`src/rtl/ivt_pkg.sv`:
```
`timescale 1ns/1ps
// Package: shared constants for the dual interval timer.
// Assumes taps are powers of two of the system clock.
package ivt_pkg;
    localparam int NTAP   = 4;
    localparam int PRE_W  = 11;
    localparam int DATA_W = 8;
    localparam int ADDR_W = 2;

    localparam logic [ADDR_W-1:0] A_CTRL = 2'd0;
    localparam logic [ADDR_W-1:0] A_CMP0 = 2'd1;
    localparam logic [ADDR_W-1:0] A_CMP1 = 2'd2;

    typedef logic [1:0] clk_sel_t;

    // Prescaler tap k fires once every 2**tap_shift(k) system clocks.
    function automatic int tap_shift(input int k);
        case (k)
            0:       return 3;
            1:       return 5;
            2:       return 7;
            default: return 11;
        endcase
    endfunction
endpackage

```
`src/rtl/ivt_prescaler.sv`:
```
`timescale 1ns/1ps
// Module: free-running divider that makes one-cycle tick enables.
// Tap 0 = fc/8, tap 1 = fc/32, tap 2 = fc/128, tap 3 = fc/2048.
// Assumes PRE_W covers the largest tap shift.
module ivt_prescaler
    import ivt_pkg::*;
#(
    parameter int W = PRE_W
) (
    input  logic            clk,
    input  logic            rst_n,
    output logic [NTAP-1:0] tap_o
);
    logic [W-1:0] cnt_q;

    // Purpose: advance the divider every clock.
    always_ff @(posedge clk) begin
        if (!rst_n) cnt_q <= '0;
        else        cnt_q <= cnt_q + 1'b1;
    end

    for (genvar k = 0; k < NTAP; k++) begin : g_tap
        localparam int SH = tap_shift(k);
        assign tap_o[k] = &cnt_q[SH-1:0];
        if (k > 0) begin : g_nest
            // A slower tap always lines up with the faster one.
            assert_tap_nested_R3: assert property (@(posedge clk) disable iff (!rst_n)
                tap_o[k] |-> tap_o[k-1]);
        end
    end
endmodule

```
`src/rtl/ivt_edge_sync.sv`:
```
`timescale 1ns/1ps
// Module: two-flop synchronizer plus rising-edge detector.
// Assumes din_i is asynchronous; tick_o lasts one clock per rise.
module ivt_edge_sync (
    input  logic clk,
    input  logic rst_n,
    input  logic din_i,
    output logic tick_o
);
    logic [2:0] sh_q;

    // Purpose: shift the pin through the synchronizer and history flop.
    always_ff @(posedge clk) begin
        if (!rst_n) sh_q <= '0;
        else        sh_q <= {sh_q[1:0], din_i};
    end

    assign tick_o = sh_q[1] & ~sh_q[2];

    assert_edge_single_R8: assert property (@(posedge clk) disable iff (!rst_n)
        tick_o |=> !tick_o);
endmodule

```
`src/rtl/ivt_channel.sv`:
```
`timescale 1ns/1ps
// Module: one 8-bit interval counter with compare and interrupt.
// Assumes cmp_i only changes while run_i is low; cmp 0 means 256.
// match_o is combinational (same cycle as the wrapping tick);
// irq_o is registered and gated by ie_i.
module ivt_channel
    import ivt_pkg::*;
#(
    parameter int CW = DATA_W
) (
    input  logic          clk,
    input  logic          rst_n,
    input  logic          run_i,
    input  logic          tick_i,
    input  logic [CW-1:0] cmp_i,
    input  logic          ie_i,
    output logic          match_o,
    output logic          irq_o
);
    logic [CW-1:0] cnt_q;
    logic [CW-1:0] last;

    assign last    = cmp_i - 1'b1;
    assign match_o = run_i & tick_i & (cnt_q == last);

    // Purpose: count ticks while running, wrap on match, hold 0 when stopped.
    always_ff @(posedge clk) begin
        if (!rst_n || !run_i) cnt_q <= '0;
        else if (tick_i)      cnt_q <= match_o ? '0 : cnt_q + 1'b1;
    end

    // Purpose: register the gated match as a one-cycle interrupt.
    always_ff @(posedge clk) begin
        if (!rst_n) irq_o <= 1'b0;
        else        irq_o <= match_o & ie_i;
    end

    assert_count_in_range_R5: assert property (@(posedge clk) disable iff (!rst_n)
        cnt_q <= last);
    assert_irq_one_cycle_R6: assert property (@(posedge clk) disable iff (!rst_n)
        irq_o |=> !irq_o);
    assert_stopped_zero_R10: assert property (@(posedge clk) disable iff (!rst_n)
        !run_i |=> (cnt_q == '0));
endmodule

```
`src/rtl/ivt_dual_timer.sv`:
```
`timescale 1ns/1ps
// Module: two cascadable 8-bit interval timers with a write port.
// Assumes software stops a timer before reconfiguring it; such
// writes are dropped while it runs.
module ivt_dual_timer
    import ivt_pkg::*;
(
    input  logic              clk,
    input  logic              rst_n,
    input  logic              wr_en,
    input  logic [ADDR_W-1:0] wr_addr,
    input  logic [DATA_W-1:0] wr_data,
    input  logic              ext_in,
    output logic              irq0_o,
    output logic              irq1_o
);
    logic              run0_q, run1_q, ie0_q, ie1_q;
    clk_sel_t          sel0_q, sel1_q;
    logic [DATA_W-1:0] cmp0_q, cmp1_q;
    logic [NTAP-1:0]   tap;
    logic              ext_tick, tick0, tick1, match0, match1;

    // Purpose: register writes; clock code and compare frozen while running.
    always_ff @(posedge clk) begin
        if (!rst_n) begin
            run0_q <= 1'b0; run1_q <= 1'b0; ie0_q <= 1'b0; ie1_q <= 1'b0;
            sel0_q <= '0;   sel1_q <= '0;   cmp0_q <= '0;  cmp1_q <= '0;
        end else if (wr_en) begin
            case (wr_addr)
                A_CTRL: begin
                    run0_q <= wr_data[0];
                    run1_q <= wr_data[1];
                    ie0_q  <= wr_data[6];
                    ie1_q  <= wr_data[7];
                    if (!run0_q) sel0_q <= wr_data[3:2];
                    if (!run1_q) sel1_q <= wr_data[5:4];
                end
                A_CMP0: if (!run0_q) cmp0_q <= wr_data;
                A_CMP1: if (!run1_q) cmp1_q <= wr_data;
                default: ;
            endcase
        end
    end

    ivt_prescaler u_pre (.clk(clk), .rst_n(rst_n), .tap_o(tap));
    ivt_edge_sync u_ext (.clk(clk), .rst_n(rst_n), .din_i(ext_in), .tick_o(ext_tick));

    // Purpose: timer 0 clock mux (pin, fc/8, fc/32, fc/128).
    always_comb begin
        case (sel0_q)
            2'd0:    tick0 = ext_tick;
            2'd1:    tick0 = tap[0];
            2'd2:    tick0 = tap[1];
            default: tick0 = tap[2];
        endcase
    end

    // Purpose: timer 1 clock mux (timer 0 match, fc/8, fc/128, fc/2048).
    always_comb begin
        case (sel1_q)
            2'd0:    tick1 = match0;
            2'd1:    tick1 = tap[0];
            2'd2:    tick1 = tap[2];
            default: tick1 = tap[3];
        endcase
    end

    ivt_channel u_t0 (.clk(clk), .rst_n(rst_n), .run_i(run0_q), .tick_i(tick0),
                      .cmp_i(cmp0_q), .ie_i(ie0_q), .match_o(match0), .irq_o(irq0_o));
    ivt_channel u_t1 (.clk(clk), .rst_n(rst_n), .run_i(run1_q), .tick_i(tick1),
                      .cmp_i(cmp1_q), .ie_i(ie1_q), .match_o(match1), .irq_o(irq1_o));

    assert_cmp0_frozen_R9: assert property (@(posedge clk) disable iff (!rst_n)
        (wr_en && wr_addr == A_CMP0 && run0_q) |=> $stable(cmp0_q));
    assert_cmp1_frozen_R9: assert property (@(posedge clk) disable iff (!rst_n)
        (wr_en && wr_addr == A_CMP1 && run1_q) |=> $stable(cmp1_q));
    assert_sel_frozen_R9: assert property (@(posedge clk) disable iff (!rst_n)
        (wr_en && wr_addr == A_CTRL && run0_q && run1_q) |=> ($stable(sel0_q) && $stable(sel1_q)));
endmodule

```
`config.mk`:
```
export PLATFORM = sky130hd
export DESIGN_NAME = ivt_dual_timer
export DESIGN_NICKNAME = d
export VERILOG_FILES = /design/src/rtl/ivt_pkg.sv /design/src/rtl/ivt_prescaler.sv /design/src/rtl/ivt_edge_sync.sv /design/src/rtl/ivt_channel.sv /design/src/rtl/ivt_dual_timer.sv
export SDC_FILE = /design/constraint.sdc
export NUM_CORES = 1
export LEC_CHECK = 0
export BUFFER_PORTS_ARGS = -buffer_cell sky130_fd_sc_hd__buf_2
export CAP_MARGIN = 20
export CORE_MARGIN = 4
export CORE_UTILIZATION = 40
export CTS_CLUSTER_DIAMETER = 60
export DETAILED_ROUTE_END_ITERATION = 10
export GPL_ROUTABILITY_DRIVEN = 0
export GPL_TIMING_DRIVEN = 0
export SYNTH_ARGS = -nofsm -noshare
export SYNTH_HDL_FRONTEND = slang
export SYNTH_SLANG_ARGS = --single-unit
```
`constraint.sdc`:
```
create_clock -name clk -period 3.35 [get_ports clk]
set_input_delay 0.1675 -clock clk [delete_from_list [all_inputs] [get_ports clk]]
set_output_delay 0.1675 -clock clk [all_outputs]
set_load 0.01 [all_outputs]
```
**Word level (Yosys, flattened, before mapping)**

Index checks and enable logic that the tools add are counted.

- Bits in registers: 56
- Output and inout bits: 2

- Add/subtract/negate cells: 5
- Eq/ne operators: 8
- Mux-type cells: 4
- Bitwise logic cells: 10
- Reductions and logical operators: 17

Operators with widths:

| kind | count |
|---|---|
| $add A8 B1 Y8 const B | 2 |
| $eq A8 B8 Y1 | 2 |
| $mux W8 | 2 |
| $sub A8 B1 Y8 const B | 2 |
| $reduce_and A3 Y1 | 5 |
| $add A11 B1 Y11 const B | 1 |
| $reduce_and A11 Y1 | 1 |
| $and A1 B1 Y1 | 7 |
| $reduce_and A7 Y1 | 1 |
| $eq A2 B1 Y1 const B | 3 |
| $eq A2 B2 Y1 const B | 3 |
| $logic_not A2 Y1 | 3 |
| $pmux W1 S3 | 2 |
| $reduce_and A5 Y1 | 1 |
| $logic_not A1 Y1 | 3 |
| $not A1 Y1 | 3 |
| $logic_or A1 B1 Y1 | 2 |
| $reduce_and A2 Y1 | 1 |

**Longest topological paths before layout**

Gate-level depths: netlist of the first run.

- Depth after elaboration: 9
- Gate-level depth with buffers: 11

**Hierarchy**

A second synthesis of the first run with hierarchy kept.

- Cell total of the unflattened synthesis: 301
- Area, all modules: 2856.5 µm²

Modules (own cells, without submodules):

| module | instances | cells each | area an instance (µm²) | sequential area each (µm²) |
|---|---|---|---|---|
| ivt_channel | 2 | 75 | 655.6 | 180.2 |
| ivt_dual_timer | 1 | 92 | 975.9 | 480.5 |
| ivt_prescaler | 1 | 52 | 476.7 | 220.2 |
| ivt_edge_sync | 1 | 7 | 92.6 | 60.1 |

**Least setup slack after synthesis of the first run**

No wires, ideal clock.

- Path type: reg2reg
- Start point: register cmp0_q[0]
- End point: register u_t1.cnt_q[6]
- Library setup time: 0.096 ns
- Arrival: 2.163 ns
- Setup slack: 1.092 ns
- Stages on the path, launching flop included: 10
- Period minus slack after synthesis: 2.258 ns
- Cell sequence: dfxtp_1 > inv_1 > ha_1 > nor3b_1 > xnor2_1 > nand4_1 > nor4_4 > a41oi_4 > nand2b_4 > o41ai_2

- Word-level cells in the longest chain between the ends: 7

Ends and longest elaborated chain:

| element | RTL line | RTL |
|---|---|---|
| from (decl) | ivt_dual_timer.sv:19 | `logic [DATA_W-1:0] cmp0_q, cmp1_q;` |
| from (signal assigned) | ivt_dual_timer.sv:38 | `A_CMP0: if (!run0_q) cmp0_q <= wr_data;` |
| $sub A8 B1 Y8 (*) | ivt_channel.sv:23 | `assign last = cmp_i - 1'b1;` |
| $eq A8 B8 Y1 (*) | ivt_channel.sv:24 | `assign match_o = run_i & tick_i & (cnt_q == last);` |
| $and A1 B1 Y1 (*) | ivt_channel.sv:24 |  |
| $pmux W1 S3 (*) | ivt_dual_timer.sv:60 | `case (sel1_q)` |
| $and A1 B1 Y1 (2 in series) | ivt_channel.sv:24 |  |
| $mux W8 | ivt_channel.sv:29 | `else if (tick_i) cnt_q <= match_o ? '0 : cnt_q + 1'b1;` |
| to (signal assigned) | ivt_channel.sv:29 |  |
| to (decl) | ivt_channel.sv:20 | `logic [CW-1:0] cnt_q;` |

Every way passes the cells marked *; elsewhere a longest branch is shown, timed or not.
A chain may end at the register's enable or synchronous reset.

**Final worst setup path of the first run**

Ends and elaborated chain as after synthesis.

==> results.toml, run 1 <==
[grt]
grtUsageTotal_pct = 14.71
grt_max_degree = 19
use_met2_pct = 23.76
grt_pass1_wl_mm = 10.45
gr-max-usage-layer = "met2"
overflow = 0
use_met3_pct = 3.045
grt_util_met1_pct = 20.00
antenna_found_initial = 0
grt_pass1_vias = 2228

[sta]
fin_crit_sh_pct = 78.33
whs_ns = 0.07000
relSlewSlack_pct = 47.48
finalHoldViolCount = 0
setup_violations = 0
rsz0062_at_grt = "false"
maxClockFrequency_mhz = 381.1
worst_pin_slew_ns = 0.7836
setup_tns_ns = 0
maxSlewViolCount = 0
period_needed_ns = 2.624
fin_skew_ns = 0.01748

[route]
firstDrtPassIters = 4
wire_per_inst_um = 13.40
drt_iter0_drc = 86
ant_nets = 0
finalWirelength_mm = 5.965
routed_via_density = 5.126
drc = 0
vias = 2281

[setup_path]
worstPathRequired_ns = 3.58
critical_path_class = "reg2reg"
end_kind = "flip-flop"
cp-start-kind = "flip-flop"
cp_cell_sequence = "inv_1, ha_1, nor3b_1, xnor2_1, nand4_1, nor4_4, a41oi_4, nand2b_4, o41ai_2"
crit_fanout = 10
timing.reg2reg.setup_slack_ns = 0.73
cp_slowest_stage_delay_ns = 0.40
cpMaxStageDelayCell = "dfxtp_1"
cp.arrival_ns = 2.85

[floorplanning]
die_area_um2 = 8872
die_y_um = 94.19
initial_utilization_pct = 40.97
core_um2 = 7253
rows = 31
die-width_um = 94.19
ios = 16

[synth]
postSynthCellCount = 324
synth.area.top_cells = "dfxtp_1, mux2i_1, xnor2_1, nor2b_1, nand2_1"
yosys_most_used_dff = "dfxtp_1"
synth.avg_cell_area_um2 = 9.172
async_flop_share_pct = 0
synth_top_area_cell = "dfxtp_1"
synth_commonest_cells = "dfxtp_1, nand2_1, nor2b_1"
yosysMostFrequentCell = "dfxtp_1"
synth_area_um2 = 2972
synth-edff-count = 0
yosysWarnings = 0
ys_ff_latch = 56
yosysTopAreaCellShare_pct = 37.73
seq_area_frac_synth_pct = 37.73
synth.distinct_cells = 50
syn_nets = 345

[clock_tree]
post-cts-setup-buffers = 0
clkLatencyLatePin_ns = 0.31
hold_buffers = 0
htree_levels = 2
cts_made_buffers = 5
cts_resized = 0
cts_sinks = 56
cts_root_buffer = "clkbuf_8"
cts_max_path_buffers = 2
clk_pin_slew_worst_paths_ns = 0.11
cts_tree = "yes"

[final_layout]
fill_cells = 749
area_delta_synth_final_pct = 9.558
nets = 366
n_antenna_cell = 0
design_area_um2 = 3256
drive_gt1_share_pct = 10.98

[status]
status = "completed"

[placement]
placed_area_um2 = 3166
dp.final_hpwl_mm = 4.493
port_buffers = 14

[worst_hold_path]
hold_path.class = "in2reg"

[power]
ir_worst_vdd_v = 0.0001485
p_per_area_nw_per_um2 = 367.3
leakagePower_nw = 1.149

[flow_run]
maxCapViolations = 0
-- per-layer routing --
metal | vias to the layer above | wire length, um | part of all wire, %
met1 | 1061 | 2942 | 49
met3 | 5 | 236 | 4.0
li1 | 1185 | - | -
met5 | - | 0 | 0
met4 | 0 | 48 | 0.80
met2 | 30 | 2738 | 46
-- metrics by stage --
stage	instances	util, %	worst slack [ns]	total power, mW
6_report	445	44.89	0.7261	1.196
5_1_grt	445	44.89	0.4520	1.255
4_1_cts	445	44.89	0.7169	1.212
3_5_place_dp	437	43.64	0.7676	0.8312
3_3_place_gp	437	43.64	0.7990	0.8290
2_1_floorplan	324	-	1.092	0.7973
-- critical path, delay by kind of cell (launching register included) --
kind | cells | cell delay [ns]
AO/OA/AOI/OAI | 2 | 0.53
XOR/XNOR | 1 | 0.15
adder cells (fa/ha/maj) | 1 | 0.29
buffers and inverters | 1 | 0.09
flip-flops | 1 | 0.40
AND/OR/NAND/NOR | 4 | 1.06
-- cells in the final DEF (no fill, tap or decap), types with 2 or more instances in the layout --
master / n
ha_1: 7
nand4_1: 6
nor2_1: 20
o41ai_2: 2
o31ai_1: 3
o21bai_1: 2
clkbuf_1: 9
nand3_1: 11
and3_1: 8
nand2_1: 26
nor4_1: 2
xnor2_1: 20
nand2b_1: 2
a21boi_0: 6
dfxtp_1: 56
o21ai_0: 15
mux2i_1: 21
xor2_1: 11
buf_2: 15
nor3_1: 9
or3_1: 2
nor3b_1: 5
nor4_2: 2
inv_1: 8
nor2b_1: 23
and2_1: 12
nand3b_1: 3
a21oi_1: 3
clkbuf_8: 5
buf_1: 2
a32oi_1: 7
-- sequential cells by signal, indices dropped and copies added (netlist names), 2 cells and up --
| name | cells |
|---|---|
| u_ext.sh_q | 3 |
| sel0_q | 2 |
| cmp0_q | 8 |
| u_t0.cnt_q | 8 |
| u_t1.cnt_q | 8 |
| u_pre.cnt_q | 11 |
| sel1_q | 2 |
| cmp1_q | 8 |
-- worst paths after layout --
check	start	to	cells after the start
worst max-delay path	cmp0_q[0]	u_t1.cnt_q[6]	9
worst min-delay path	ext_in	u_ext.sh_q[0]	2
worst max register to register	cmp0_q[0]	u_t1.cnt_q[6]	9
worst min register to register	u_ext.sh_q[0]	u_ext.sh_q[1]	1
-- final cells by class --
cell class	count	area, um^2	area share [%]
multi-input cells	247	1763	54.15
flip-flops and latches	56	1121	34.44
clock inverters	3	21.27	0.6533
inverters	8	30.03	0.9224
well taps	99	123.9	3.805
clock buffers	5	68.82	2.114
plain buffers	13	57.56	1.768
repair buffers	14	70.07	2.152
-- logic make-up (layout without fill, tap and decap cells) --
logic type      Yosys count  in the layout  share of synthesized area (%)
simple gates            138            138                          26.53
flops                    56             56                          37.73
xor+xnor                 32             32                          9.684
buf+inv                  21             43                          2.947
mux                      21             21                          7.074
fa+ha+maj                 7              7                          2.947
compound gates           49             49                          13.09
-- report_power, final --
group / leakage [nW] / internal (mW) / switching [mW]
registers: 0.454 / 0.680 / 0.0152
logic: 0.651 / 0.0553 / 0.0649
clock network: 0.0445 / 0.149 / 0.232
total: 1.15 / 0.884 / 0.312
(Power assumes the default switching activity.)
==> inputs of run 2 (changes only) <==
==> constraint.sdc (replaced) <==
create_clock -name clk -period 2.19 [get_ports clk]
set_input_delay 0.1095 -clock clk [delete_from_list [all_inputs] [get_ports clk]]
set_output_delay 0.1095 -clock clk [all_outputs]
set_load 0.01 [all_outputs]
==> run 2 against run 1 <==
Routed wire length up 7.7%; non-clock buffer count up 9; combinational power grew 85%; total power is 58% higher; worst setup slack worse by 0.67 ns; clock skew is 0.0027 ns lower; hold slack worse by 0.0014 ns; critical endpoint is now u_t1.cnt_q[7]; largest cell class unchanged; highest routed layer unchanged; flip-flop and latch count stayed put; utilization up 3.9 points; die area unchanged.
==> results.toml, run 2 (synthesized netlist as in run 1, its figures left out) <==
[grt]
overflow = 0
grtUsageTotal_pct = 15.17
antenna_found_initial = 0
grt_pass1_vias = 2217
grt_pass1_wl_mm = 10.74
grt_max_degree = 16

[final_layout]
layout_common_cells = "dfxtp_1, nand2_1, nor2b_1"
largest_register_ffs = 11
multiInputGateArea_um2 = 1929
nets = 375
area_delta_synth_final_pct = 19.03
fill_cells = 695
regArea_um2 = 1136
drive_gt1_share_pct = 19.15
final_common_cell = "dfxtp_1"
n_antenna_cell = 0
largest_register = "u_pre.cnt_q"

[route]
routed_via_density = 5.150
ant_nets = 0
vias = 2338
firstDrtPassIters = 4
wire_per_inst_um = 14.15
drc = 0
drt_iter0_drc = 89
finalWirelength_mm = 6.423

[clock_tree]
htree_levels = 2
cts_max_path_buffers = 2
cts_tree = "yes"
clk_pin_slew_worst_paths_ns = 0.11
cts_made_buffers = 5
cts_sinks = 56
clkLatencyLatePin_ns = 0.32
cts_root_buffer = "clkbuf_8"

[sta]
worst_pin_slew_ns = 0.8336
fin_crit_sh_pct = 97.52
finalHoldViolCount = 0
maxClockFrequency_mhz = 468.2
period_needed_ns = 2.136
worst_slack_ns = 0.05438
relSlewSlack_pct = 44.13
setup_violations = 0
setup_tns_ns = 0
rsz0062_at_grt = "true"
fin_skew_ns = 0.01476
maxSlewViolCount = 0

[placement]
port_buffers = 14
dp.final_hpwl_mm = 4.502
post-place-ws_ns = -0.2453

[setup_path]
cp-start-kind = "flip-flop"
critical_path_class = "reg2reg"
end_kind = "flip-flop"
worstPathRequired_ns = 2.42
crit_fanout = 8
cp.arrival_ns = 2.36

[floorplanning]
rows = 31
initial_utilization_pct = 40.97
die-width_um = 94.19
ios = 16
die_y_um = 94.19
core_um2 = 7253
die_area_um2 = 8872

[worst_hold_path]
hold_path.class = "in2reg"

[flow_run]
maxCapViolations = 0

[power]
p_per_area_nw_per_um2 = 534.1
leakagePower_nw = 1.274
ir_worst_vdd_v = 0.0002896

[status]
status = "completed"
==> run 2: through the flow <==
stage / utilization [%] / hold slack [ns] / total power, mW / cells / instance area (um^2)
4_1_cts: 46.58 / 0.06552 / 1.878 / 452 / 3378
5_1_grt: 48.77 / 0.08625 / 1.971 / 454 / 3537
3_5_place_dp: 43.71 / 0.3234 / 1.275 / 437 / 3171
2_1_floorplan: - / 0.2368 / 1.220 / 324 / 2977
3_3_place_gp: 43.71 / 0.3227 / 1.270 / 437 / 3171
6_report: 48.77 / 0.06864 / 1.889 / 454 / 3537
==> run 2: report_power, final <==
part / switching [mW] / total [mW] / internal [mW] / leakage, nW
Sequential: 0.0292 / 1.07 / 1.04 / 0.458
Combinational: 0.110 / 0.222 / 0.111 / 0.771
Clock: 0.340 / 0.600 / 0.259 / 0.0455
==> run 2: area by class of cell <==
class,instances,area share [%]
multi-input cells,247,54.55
plain buffers,11,1.380
clock buffers,8,2.547
repair buffers,25,5.058
flip-flops and latches,56,32.12
well taps,99,3.502
inverters,8,0.8490
==> run 2: worst paths after layout <==
path / cells past startpoint / from / slack (ns) / endpoint
setup / recovery: 9 / cmp1_q[0] / 0.05 / u_t1.cnt_q[7]
hold / removal: 3 / wr_data[1] / 0.07 / run1_q
setup reg to reg: 9 / cmp1_q[0] / 0.05 / u_t1.cnt_q[7]
hold reg to reg: 1 / u_ext.sh_q[0] / 0.44 / u_ext.sh_q[1]
==> run 2: what timing repair did <==
item | 4_1_cts | 5_1_grt
pin swaps | 5 | 10
hold buffers | 1 | 0
resized for setup | 12 | 29
hold endpoints to repair | 1 | 0
setup buffers | 7 | 3
setup endpoints to repair | 17 | 17
==> run 2: worst max-delay path, cell delays in order, from the launching register on <==
cell and delay, ns:
dfxtp_1 0.34, buf_6 0.12, inv_1 0.07, ha_4 0.19, nand2_1 0.08, xor2_1 0.21, nor3b_1 0.12, o31ai_4 0.51
nand2b_4 0.18, o41ai_4 0.21
==> run 2: metal layers <==
| metal | part of all wire (%) | GRT usage (%) | up-vias |
|---|---|---|---|
| li1 | - | - | 1200 |
| met1 | 50 | 21.21 | 1107 |
| met2 | 46 | 23.35 | 23 |
| met3 | 2.4 | 3.045 | 8 |
| met4 | 1.5 | 4.813 | 0 |
| met5 | 0 | 0 | - |
